**src/rtl/rtc_pkg.sv**
```systemverilog
// Shared types, register addresses and BCD helpers for the clock/calendar.
// Assumes every counter value is legal packed BCD.
package rtc_pkg;
    localparam int ADDR_W = 6;
    localparam int DATA_W = 8;
    localparam int N_CNT  = 7;
    localparam int IDX_W  = $clog2(N_CNT);
    localparam int N_ALM  = 3;

    typedef logic [DATA_W-1:0] bcd8_t;

    localparam int I_SEC  = 0;
    localparam int I_MIN  = 1;
    localparam int I_HOUR = 2;
    localparam int I_DOW  = 3;
    localparam int I_DOM  = 4;
    localparam int I_MON  = 5;
    localparam int I_YEAR = 6;

    localparam logic [ADDR_W-1:0] A_TIME_BASE = 6'h20;
    localparam logic [ADDR_W-1:0] A_TIME_LAST = 6'h26;
    localparam logic [ADDR_W-1:0] A_ALM_BASE  = 6'h28;
    localparam logic [ADDR_W-1:0] A_IRQ_CTL   = 6'h2C;
    localparam logic [ADDR_W-1:0] A_STATUS    = 6'h2D;

    // One BCD step up; caller handles the wrap value.
    function automatic bcd8_t bcd_inc(input bcd8_t v);
        if (v[3:0] >= 4'd9) return {v[7:4] + 4'd1, 4'd0};
        return {v[7:4], v[3:0] + 4'd1};
    endfunction

    // Two-digit BCD year divisible by four.
    function automatic logic is_leap(input bcd8_t y);
        if (y[4]) return (y[3:0] == 4'd2) || (y[3:0] == 4'd6);
        return (y[3:0] == 4'd0) || (y[3:0] == 4'd4) || (y[3:0] == 4'd8);
    endfunction

    // Last day of month m in year y, BCD.
    function automatic bcd8_t month_last(input bcd8_t m, input bcd8_t y);
        case (m)
            8'h02:                      return is_leap(y) ? 8'h29 : 8'h28;
            8'h04, 8'h06, 8'h09, 8'h11: return 8'h30;
            default:                    return 8'h31;
        endcase
    endfunction

    // Reset value of counter i.
    function automatic bcd8_t reset_val(input int i);
        if (i == I_DOW || i == I_DOM || i == I_MON) return 8'h01;
        return 8'h00;
    endfunction
endpackage

```
**src/rtl/rtc_time_chain.sv**
```systemverilog
// Seven cascaded BCD counters: seconds, minutes, hours (12/24 form), day of
// week, day of month, month, year. Advances once per cycle with adv high.
// A write loads one counter and the caller keeps adv low in that cycle.
// Assumes written values are legal BCD for the counter.
module rtc_time_chain
    import rtc_pkg::*;
(
    input  logic                         clk,
    input  logic                         rst_n,
    input  logic                         adv,
    input  logic                         wr_en,
    input  logic [IDX_W-1:0]             wr_idx,
    input  bcd8_t                        wr_data,
    output logic [N_CNT-1:0][DATA_W-1:0] cnt
);
    bcd8_t              nxt [N_CNT];
    logic [N_CNT-1:0]   step;
    logic               day_carry;
    bcd8_t              h12, h24, hinc12, hinc24, last_day;

    // Next value of every counter and the step enables of the carry chain.
    always_comb begin
        h12      = {3'b000, cnt[I_HOUR][4:0]};
        h24      = {2'b00, cnt[I_HOUR][5:0]};
        hinc12   = bcd_inc(h12);
        hinc24   = bcd_inc(h24);
        last_day = month_last(cnt[I_MON], cnt[I_YEAR]);
        day_carry = 1'b0;
        if (cnt[I_HOUR][7]) begin
            if (h12 == 8'h12) begin
                nxt[I_HOUR] = {2'b10, cnt[I_HOUR][5], 5'h01};
            end else if (h12 == 8'h11) begin
                nxt[I_HOUR] = {2'b10, ~cnt[I_HOUR][5], 5'h12};
                day_carry   = cnt[I_HOUR][5];
            end else begin
                nxt[I_HOUR] = {2'b10, cnt[I_HOUR][5], hinc12[4:0]};
            end
        end else begin
            if (h24 == 8'h23) begin
                nxt[I_HOUR] = 8'h00;
                day_carry   = 1'b1;
            end else begin
                nxt[I_HOUR] = hinc24;
            end
        end
        nxt[I_SEC]  = (cnt[I_SEC] == 8'h59)  ? 8'h00 : bcd_inc(cnt[I_SEC]);
        nxt[I_MIN]  = (cnt[I_MIN] == 8'h59)  ? 8'h00 : bcd_inc(cnt[I_MIN]);
        nxt[I_DOW]  = (cnt[I_DOW] == 8'h07)  ? 8'h01 : bcd_inc(cnt[I_DOW]);
        nxt[I_DOM]  = (cnt[I_DOM] == last_day) ? 8'h01 : bcd_inc(cnt[I_DOM]);
        nxt[I_MON]  = (cnt[I_MON] == 8'h12)  ? 8'h01 : bcd_inc(cnt[I_MON]);
        nxt[I_YEAR] = (cnt[I_YEAR] == 8'h99) ? 8'h00 : bcd_inc(cnt[I_YEAR]);

        step[I_SEC]  = adv;
        step[I_MIN]  = step[I_SEC] && (cnt[I_SEC] == 8'h59);
        step[I_HOUR] = step[I_MIN] && (cnt[I_MIN] == 8'h59);
        step[I_DOW]  = step[I_HOUR] && day_carry;
        step[I_DOM]  = step[I_HOUR] && day_carry;
        step[I_MON]  = step[I_DOM] && (cnt[I_DOM] == last_day);
        step[I_YEAR] = step[I_MON] && (cnt[I_MON] == 8'h12);
    end

    for (genvar i = 0; i < N_CNT; i++) begin : g_cnt
        // Load, advance or hold counter i.
        always_ff @(posedge clk) begin
            if (!rst_n)
                cnt[i] <= reset_val(i);
            else if (wr_en && wr_idx == IDX_W'(i))
                cnt[i] <= (i == I_HOUR) ? (wr_data & 8'hBF) : wr_data;
            else if (step[i])
                cnt[i] <= nxt[i];
        end
    end

    // seconds stay legal BCD in range
    a_r2_sec_legal: assert property (@(posedge clk) disable iff (!rst_n)
        cnt[I_SEC][3:0] <= 4'd9 && cnt[I_SEC] <= 8'h59);
    // nothing moves without tick or write
    a_r2_hold: assert property (@(posedge clk) disable iff (!rst_n)
        (!adv && !wr_en) |=> $stable(cnt));
    // seconds wrap to zero
    a_r2_sec_wrap: assert property (@(posedge clk) disable iff (!rst_n)
        (adv && cnt[I_SEC] == 8'h59) |=> cnt[I_SEC] == 8'h00);
    // afternoon flag flips on 11 -> 12
    a_r4_pm_flip: assert property (@(posedge clk) disable iff (!rst_n)
        (adv && cnt[I_HOUR][7] && cnt[I_HOUR][4:0] == 5'h11 &&
         cnt[I_MIN] == 8'h59 && cnt[I_SEC] == 8'h59)
        |=> cnt[I_HOUR][5] != $past(cnt[I_HOUR][5]));
    // bit 6 of hours never set
    a_r4_bit6_clear: assert property (@(posedge clk) disable iff (!rst_n)
        !cnt[I_HOUR][6]);
    // a seconds write carries nothing into minutes
    a_r8_no_carry: assert property (@(posedge clk) disable iff (!rst_n)
        (wr_en && wr_idx == IDX_W'(I_SEC)) |=> cnt[I_MIN] == $past(cnt[I_MIN]));
endmodule

```
**src/rtl/rtc_alarm_unit.sv**
```systemverilog
// Alarm latches, enable, sticky status bit and active-low interrupt.
// Compares latches with the live time one cycle after each advance.
// Assumes the caller raises adv only on a real advance (not on writes).
module rtc_alarm_unit
    import rtc_pkg::*;
(
    input  logic                         clk,
    input  logic                         rst_n,
    input  logic                         adv,
    input  logic [N_ALM-1:0]             latch_we,
    input  logic                         ctl_we,
    input  bcd8_t                        wr_data,
    input  logic                         rd_status,
    input  bcd8_t                        sec_now,
    input  bcd8_t                        min_now,
    input  logic [6:0]                   hour_now,
    output logic [N_ALM-1:0][DATA_W-1:0] alm,
    output logic                         alm_en,
    output logic                         alm_flag,
    output logic                         irq_n
);
    logic adv_q;
    logic match;
    logic hit;

    for (genvar i = 0; i < N_ALM; i++) begin : g_lat
        // Load alarm latch i from the register port.
        always_ff @(posedge clk) begin
            if (!rst_n)          alm[i] <= '0;
            else if (latch_we[i]) alm[i] <= wr_data;
        end
    end

    // Remember that the counters advanced last cycle; hold the enable.
    always_ff @(posedge clk) begin
        if (!rst_n) begin
            adv_q  <= 1'b0;
            alm_en <= 1'b0;
        end else begin
            adv_q <= adv;
            if (ctl_we) alm_en <= wr_data[0];
        end
    end

    // Compare latches with the live seconds, minutes and hours.
    always_comb begin
        match = (alm[0] == sec_now) && (alm[1] == min_now) &&
                (alm[2][6:0] == hour_now);
        hit   = adv_q && match;
    end

    // Sticky status bit: set on a hit, cleared by a status read.
    always_ff @(posedge clk) begin
        if (!rst_n)         alm_flag <= 1'b0;
        else if (hit)       alm_flag <= 1'b1;
        else if (rd_status) alm_flag <= 1'b0;
    end

    assign irq_n = ~(alm_flag & alm_en);

    // status bit only rises after a post-advance match
    a_r9_set_cause: assert property (@(posedge clk) disable iff (!rst_n)
        $rose(alm_flag) |-> $past(adv_q && match));
    // read clears when no event competes
    a_r11_read_clears: assert property (@(posedge clk) disable iff (!rst_n)
        (rd_status && !(adv_q && match)) |=> !alm_flag);
    // event wins over a simultaneous read
    a_r11_event_wins: assert property (@(posedge clk) disable iff (!rst_n)
        (adv_q && match) |=> alm_flag);
endmodule

```
**src/rtl/bcd_rtc_core.sv**
```systemverilog
// Top of the BCD clock/calendar: register decode, read mux, counter chain
// and alarm unit. Read data follows reg_addr combinationally; side effects
// (writes, status clear) happen at the clock edge while reg_cs is high.
// Assumes tick_1hz is a single-cycle strobe.
module bcd_rtc_core
    import rtc_pkg::*;
(
    input  logic              clk,
    input  logic              rst_n,
    input  logic              tick_1hz,
    input  logic              reg_cs,
    input  logic              reg_we,
    input  logic [ADDR_W-1:0] reg_addr,
    input  logic [DATA_W-1:0] reg_wdata,
    output logic [DATA_W-1:0] reg_rdata,
    output logic              irq_n
);
    logic [N_CNT-1:0][DATA_W-1:0] cnt;
    logic [N_ALM-1:0][DATA_W-1:0] alm;
    logic [N_ALM-1:0]             latch_we;
    logic                         acc_wr, acc_rd, time_hit, tc_wr, adv;
    logic                         ctl_we, rd_status, alm_en, alm_flag;
    logic [IDX_W-1:0]             tc_idx;
    logic [IDX_W-1:0]             alm_idx;
    logic                         alm_hit;

    // Decode the access into counter, latch, control and status strobes.
    always_comb begin
        acc_wr    = reg_cs && reg_we;
        acc_rd    = reg_cs && !reg_we;
        time_hit  = (reg_addr >= A_TIME_BASE) && (reg_addr <= A_TIME_LAST);
        tc_idx    = IDX_W'(reg_addr - A_TIME_BASE);
        alm_hit   = (reg_addr >= A_ALM_BASE) &&
                    (reg_addr < A_ALM_BASE + ADDR_W'(N_ALM));
        alm_idx   = IDX_W'(reg_addr - A_ALM_BASE);
        tc_wr     = acc_wr && time_hit;
        adv       = tick_1hz && !tc_wr;
        ctl_we    = acc_wr && (reg_addr == A_IRQ_CTL);
        rd_status = acc_rd && (reg_addr == A_STATUS);
    end

    for (genvar i = 0; i < N_ALM; i++) begin : g_lwe
        assign latch_we[i] = acc_wr && (reg_addr == A_ALM_BASE + ADDR_W'(i));
    end

    // Read multiplexer over counters, latches, control and status.
    always_comb begin
        reg_rdata = '0;
        if (time_hit)                    reg_rdata = cnt[tc_idx];
        else if (alm_hit)                reg_rdata = alm[alm_idx];
        else if (reg_addr == A_IRQ_CTL)  reg_rdata = {7'b0, alm_en};
        else if (reg_addr == A_STATUS)   reg_rdata = {7'b0, alm_flag};
    end

    rtc_time_chain u_chain (
        .clk     (clk),
        .rst_n   (rst_n),
        .adv     (adv),
        .wr_en   (tc_wr),
        .wr_idx  (tc_idx),
        .wr_data (reg_wdata),
        .cnt     (cnt)
    );

    rtc_alarm_unit u_alarm (
        .clk       (clk),
        .rst_n     (rst_n),
        .adv       (adv),
        .latch_we  (latch_we),
        .ctl_we    (ctl_we),
        .wr_data   (reg_wdata),
        .rd_status (rd_status),
        .sec_now   (cnt[I_SEC]),
        .min_now   (cnt[I_MIN]),
        .hour_now  (cnt[I_HOUR][6:0]),
        .alm       (alm),
        .alm_en    (alm_en),
        .alm_flag  (alm_flag),
        .irq_n     (irq_n)
    );

    // a tick coinciding with a time write is dropped
    a_r8_tick_dropped: assert property (@(posedge clk) disable iff (!rst_n)
        (tc_wr && tc_idx != IDX_W'(I_SEC)) |=> cnt[I_SEC] == $past(cnt[I_SEC]));
    // interrupt low implies enable set
    a_r10_irq_gated: assert property (@(posedge clk) disable iff (!rst_n)
        $fell(irq_n) |-> ($rose(alm_flag) || $rose(alm_en)));
endmodule

```
**config.mk**
```make
export PLATFORM = sky130hd
export DESIGN_NAME = bcd_rtc_core
export DESIGN_NICKNAME = d
export VERILOG_FILES = /design/src/rtl/rtc_pkg.sv /design/src/rtl/rtc_time_chain.sv /design/src/rtl/rtc_alarm_unit.sv /design/src/rtl/bcd_rtc_core.sv
export SDC_FILE = /design/constraint.sdc
export NUM_CORES = 1
export LEC_CHECK = 0
export ABC_AREA = 1
export BUFFER_PORTS_ARGS = -buffer_cell sky130_fd_sc_hd__buf_4
export CORE_MARGIN = 1
export CORE_UTILIZATION = 40
export CTS_CLUSTER_SIZE = 16
export DETAILED_ROUTE_END_ITERATION = 10
export HOLD_SLACK_MARGIN = 0.05
export PLACE_DENSITY = 0.62
export SYNTH_ARGS = -nofsm -noshare
export SYNTH_HDL_FRONTEND = slang
export SYNTH_SLANG_ARGS = --single-unit
export TNS_END_PERCENT = 1
```
**constraint.sdc**
```tcl
create_clock -name clk -period 3.09 [get_ports clk]
set_input_delay 0.1545 -clock clk [delete_from_list [all_inputs] [get_ports clk]]
set_output_delay 0.1545 -clock clk [all_outputs]
set_load 0.05 [all_outputs]
```
==> results.md <==
* Outcome: completed
* RD Place Congestion at 0.981
* Maximum number of pins on one net before global-route repair at 54
* Data arrival at the endpoint of the critical path at 2.47 ns
* Fin crit share at 0.742
* Highest attainable clock frequency at 436 MHz
* Switching share of power at 0.252
* Post-DR wirelength/cell at 18.3 µm
* Post-Synth Adder-Cell Area at 0.0839
* Number of warning messages in the yosys log at 0
* Critical Path, Cell by Cell: inv_1 -> ha_1 -> o21ai_0 -> nand2_1 -> nand2_1 -> nand3_1 -> nand3_1 -> nand2_1 -> nand2_1 -> nand3_2 -> nand2_2 -> inv_2 -> nand2_1 -> a21oi_1
* Worst reg2reg setup slack at 0.80 ns
* Number of antenna violations at the first check in global routing at 0
* Buffers from clock root to sink, at most at 2
* Number of antenna diodes at 0
* Die outline height at 124 µm
* Via density per instance at 5.69
* RSZ-0062 raised after global routing: false
* Wire length of the first global-routing pass at 30,800 µm
* Final routed DRC violation total at 0
* Aggregate global routing overflow at 0
* Worst Max-Slew Pin Slew at 1.14 ns
* Cell internal pwr at 1830 µW
* Post-cts resize count at 0
* Share of synthesized area spent on multiplexers at 0
* Standard cell area after detailed placement at 6320 µm²
* Number of buffers inserted during clock tree synthesis at 9
* Non-filler instance count after layout at 1,083
* Final antenna-violating net count at 0
* Drt total wl at 19,800 µm
* Filler cell count at 1,538
* Net count after synthesis at 936
* Synth Register Bits at 83
* Post-CTS setup buffer count at 0
* Time the worst path needs with I/O delays and setup at 2.29 ns
* Leakage power at 0.00281 µW
* Kind of critical path: reg2reg
* Register area at 1660 µm²
* Number of enable-type register cells in the synthesized netlist at 0
* Sink count of the clock tree at 83
* Vias in the first global route at 5,454
* Hold Vio Cnt, Final at 0
* Gate Count Post-Synth at 877
* H-tree depth at 3
* Detailed-routing iteration count for the pre-antenna-repair pass at 6
* Width of the chip at 124 µm
* Critical path peak fanout at 5
* Net count, final at 953
* Max Clock Skew at 0.00742 ns
* Number of buffer and inverter stages on the critical path at 2
* Proportion of synthesized chip area in sequential cells at 0.279
* Port bufs at 27
* CP endpoint kind: register
* Clk_lat worst skew at 0.35 ns
* Number of violations reported at the end of detailed-routing iteration 0 at 636
* Final HPWL DP at 14,600 µm
* Synth Cell Area at 5970 µm²
* CP max stage cell: sky130_fd_sc_hd__dfxtp_1
* Final max-slew violation count at 0
* Final setup violation count at 0
* Peak supply drop at 248 µV
* Clk pin slew, worst setup/hold paths at 0.06 ns
* Area of the core at 14,500 µm²
* TritonCTS clock tree: yes
* Main combinational cell family by area after synthesis: compound AO/OA/AOI/OAI gates
* Num rows at 44
* Distinct cell type count after synthesis at 48
* Setup WS post-layout at 0.798 ns
* Most common flop cell mapped by yosys: sky130_fd_sc_hd__dfxtp_1
* Global-route usage over all layers at 0.270
* Post-Synthesis Mean Instance Area at 6.80 µm²
* Sequential cell fraction of total power at 0.442
* Cell total after placement at 1,067
* Power share of the clock group at 0.484
* Worst min path class: in2reg
* Worst path max stage delay at 0.41 ns
* Area added between synthesis and finish at 11.3%
* Area fraction in compound gates after synthesis at 0.250
* Top cell by count, worst path: sky130_fd_sc_hd__nand2_1
* Post-CTS Hold Fix Bufs at 0
* Maximum capacitance violations at 0
* Ratio of total power to cell area at 369 nW/µm²
* Startpoint Class: register
* Via count at 6,161
* Total Die Area at 15,400 µm²
* Cell type group with the largest total delay on the critical path: simple AND/OR/NAND/NOR gates
* Worst slack at placement at 0.809 ns
* Net switching power figure at 617 µW
* Required @ worst endpoint at 3.27 ns
* Async SR Flop Fraction at 0
* Area share of and/or/nand/nor cells after synthesis at 0.247
* Share of the synthesized netlist area taken by xor and xnor gates at 0.0411
* Setup TNS after final layout at 0 ns
* Layout Cell Area excl Fill at 6640 µm²
* Starting density of the core at 0.410
* Top Ports at 28
* CTS Root Cell: sky130_fd_sc_hd__clkbuf_16
* Area taken by multi-input logic gates at 3710 µm²
* Portion of total power attributed to combinational logic at 0.074
* Worst slew slack as a fraction of its limit at 0.237
* Proportion of layout cells with a drive suffix above 1 at 0.0990
## stage by stage
| step | hold WS [ns] | power [µW] | utilization |
|---|---|---|---|
| after detailed placement | 0.465 | 1280 | 0.435 |
| final | 0.111 | 2450 | 0.457 |
| after global routing | 0.130 | 2520 | 0.457 |
| after floorplan | 0.296 | 1200 | - |
| after global placement | 0.462 | 1280 | 0.435 |
| after CTS | 0.105 | 2460 | 0.457 |
## layout by cell type (no fill, tap or decap), types with 10 or more instances in the layout
master                    count
sky130_fd_sc_hd__nand2_1    149
sky130_fd_sc_hd__inv_1      115
sky130_fd_sc_hd__o21ai_0     88
sky130_fd_sc_hd__dfxtp_1     83
sky130_fd_sc_hd__a21oi_1     69
sky130_fd_sc_hd__nor2_1      65
sky130_fd_sc_hd__nand3_1     58
sky130_fd_sc_hd__ha_1        40
sky130_fd_sc_hd__o22ai_1     36
sky130_fd_sc_hd__buf_4       32
sky130_fd_sc_hd__xor2_1      15
sky130_fd_sc_hd__xnor2_1     13
sky130_fd_sc_hd__a31oi_1     12
sky130_fd_sc_hd__inv_2       10
## path summary, 6_finish.rpt
| path | start | cells past startpoint | to |
|---|---|---|---|
| setup / recovery | u_chain.cnt[40]$_SDFFE_PN1P_ | 14 | u_chain.cnt[39]$_SDFFE_PN0P_ |
| hold / removal | tick_1hz | 3 | u_alarm.adv_q$_SDFF_PN0_ |
| setup reg to reg | u_chain.cnt[40]$_SDFFE_PN1P_ | 14 | u_chain.cnt[39]$_SDFFE_PN0P_ |
| hold reg to reg | u_alarm.alm_flag$_SDFFE_PN0P_ | 2 | u_alarm.alm_flag$_SDFFE_PN0P_ |
## flip-flops by register name, summed over array words and instances (netlist names)
name              count
u_alarm.alm_en        1
u_alarm.alm_flag      1
u_alarm.adv_q         1
u_alarm.alm          24
u_chain.cnt          56
## power by group through the flow
stage                     Sequential [µW]  Clock (µW)  Combinational [µW]
final                                1080        1190                 180
after detailed placement             1110           0                 175
after global placement               1110           0                 176
after CTS                            1080        1200                 176
after global routing                 1080        1240                 192
after floorplan                      1100           0                95.0
## worst register-to-register path, stage by stage (launching register included)
cell	delay, ns
sky130_fd_sc_hd__dfxtp_1	0.41
sky130_fd_sc_hd__inv_1	0.14
sky130_fd_sc_hd__ha_1	0.27
sky130_fd_sc_hd__o21ai_0	0.18
sky130_fd_sc_hd__nand2_1	0.07
sky130_fd_sc_hd__nand2_1	0.11
sky130_fd_sc_hd__nand3_1	0.10
sky130_fd_sc_hd__nand3_1	0.08
sky130_fd_sc_hd__nand2_1	0.15
sky130_fd_sc_hd__nand2_1	0.19
sky130_fd_sc_hd__nand3_2	0.11
sky130_fd_sc_hd__nand2_2	0.16
sky130_fd_sc_hd__inv_2	0.05
sky130_fd_sc_hd__nand2_1	0.05
sky130_fd_sc_hd__a21oi_1	0.05
## final cells by class
cell class              instances  area share
clock inverters                 6      0.0136
repair buffers                 32      0.0362
clock buffers                  10      0.0345
inverters                     127      0.0720
well taps                     184      0.0347
multi-input cells             641       0.559
flip-flops and latches         83       0.250
## kinds of logic (layout without fill, tap and decap cells)
kind of cell,after synthesis,count (layout)
compound gates,254,254
fa+ha+maj,40,40
simple gates,319,319
xor+xnor,28,28
flops,83,83
buf+inv,153,175
## Yosys cell counts (5+ instances only)
master	number	area, µm²
sky130_fd_sc_hd__nand2_1	149	559
sky130_fd_sc_hd__o221ai_1	5	43.8
sky130_fd_sc_hd__nand3_1	58	290
sky130_fd_sc_hd__inv_2	10	37.5
sky130_fd_sc_hd__nand2_2	8	50.1
sky130_fd_sc_hd__a22oi_1	6	45.0
sky130_fd_sc_hd__inv_1	115	432
sky130_fd_sc_hd__o211ai_1	8	60.1
sky130_fd_sc_hd__nor2_1	65	244
sky130_fd_sc_hd__o22ai_1	36	225
sky130_fd_sc_hd__nand4_1	8	50.1
sky130_fd_sc_hd__o21ai_0	88	440
sky130_fd_sc_hd__a21oi_1	69	345
sky130_fd_sc_hd__ha_1	40	500
sky130_fd_sc_hd__clkbuf_1	19	71.3
sky130_fd_sc_hd__o2111ai_1	5	43.8
sky130_fd_sc_hd__a31oi_1	12	75.1
sky130_fd_sc_hd__nor3_1	7	35.0
sky130_fd_sc_hd__xor2_1	15	131
sky130_fd_sc_hd__xnor2_1	13	114
sky130_fd_sc_hd__dfxtp_1	83	1660
sky130_fd_sc_hd__buf_2	5	25.0
sky130_fd_sc_hd__nor2_2	9	56.3
## per-layer routing
layer | vias up | GRT usage | wire length (µm)
li1 | 3020 | - | -
met1 | 2831 | 0.391 | 9220
met2 | 258 | 0.390 | 8270
met3 | 52 | 0.0403 | 1560
met4 | 0 | 0.122 | 765
met5 | - | 0 | 0
No activity file was read; power rests on OpenSTA's default activity.
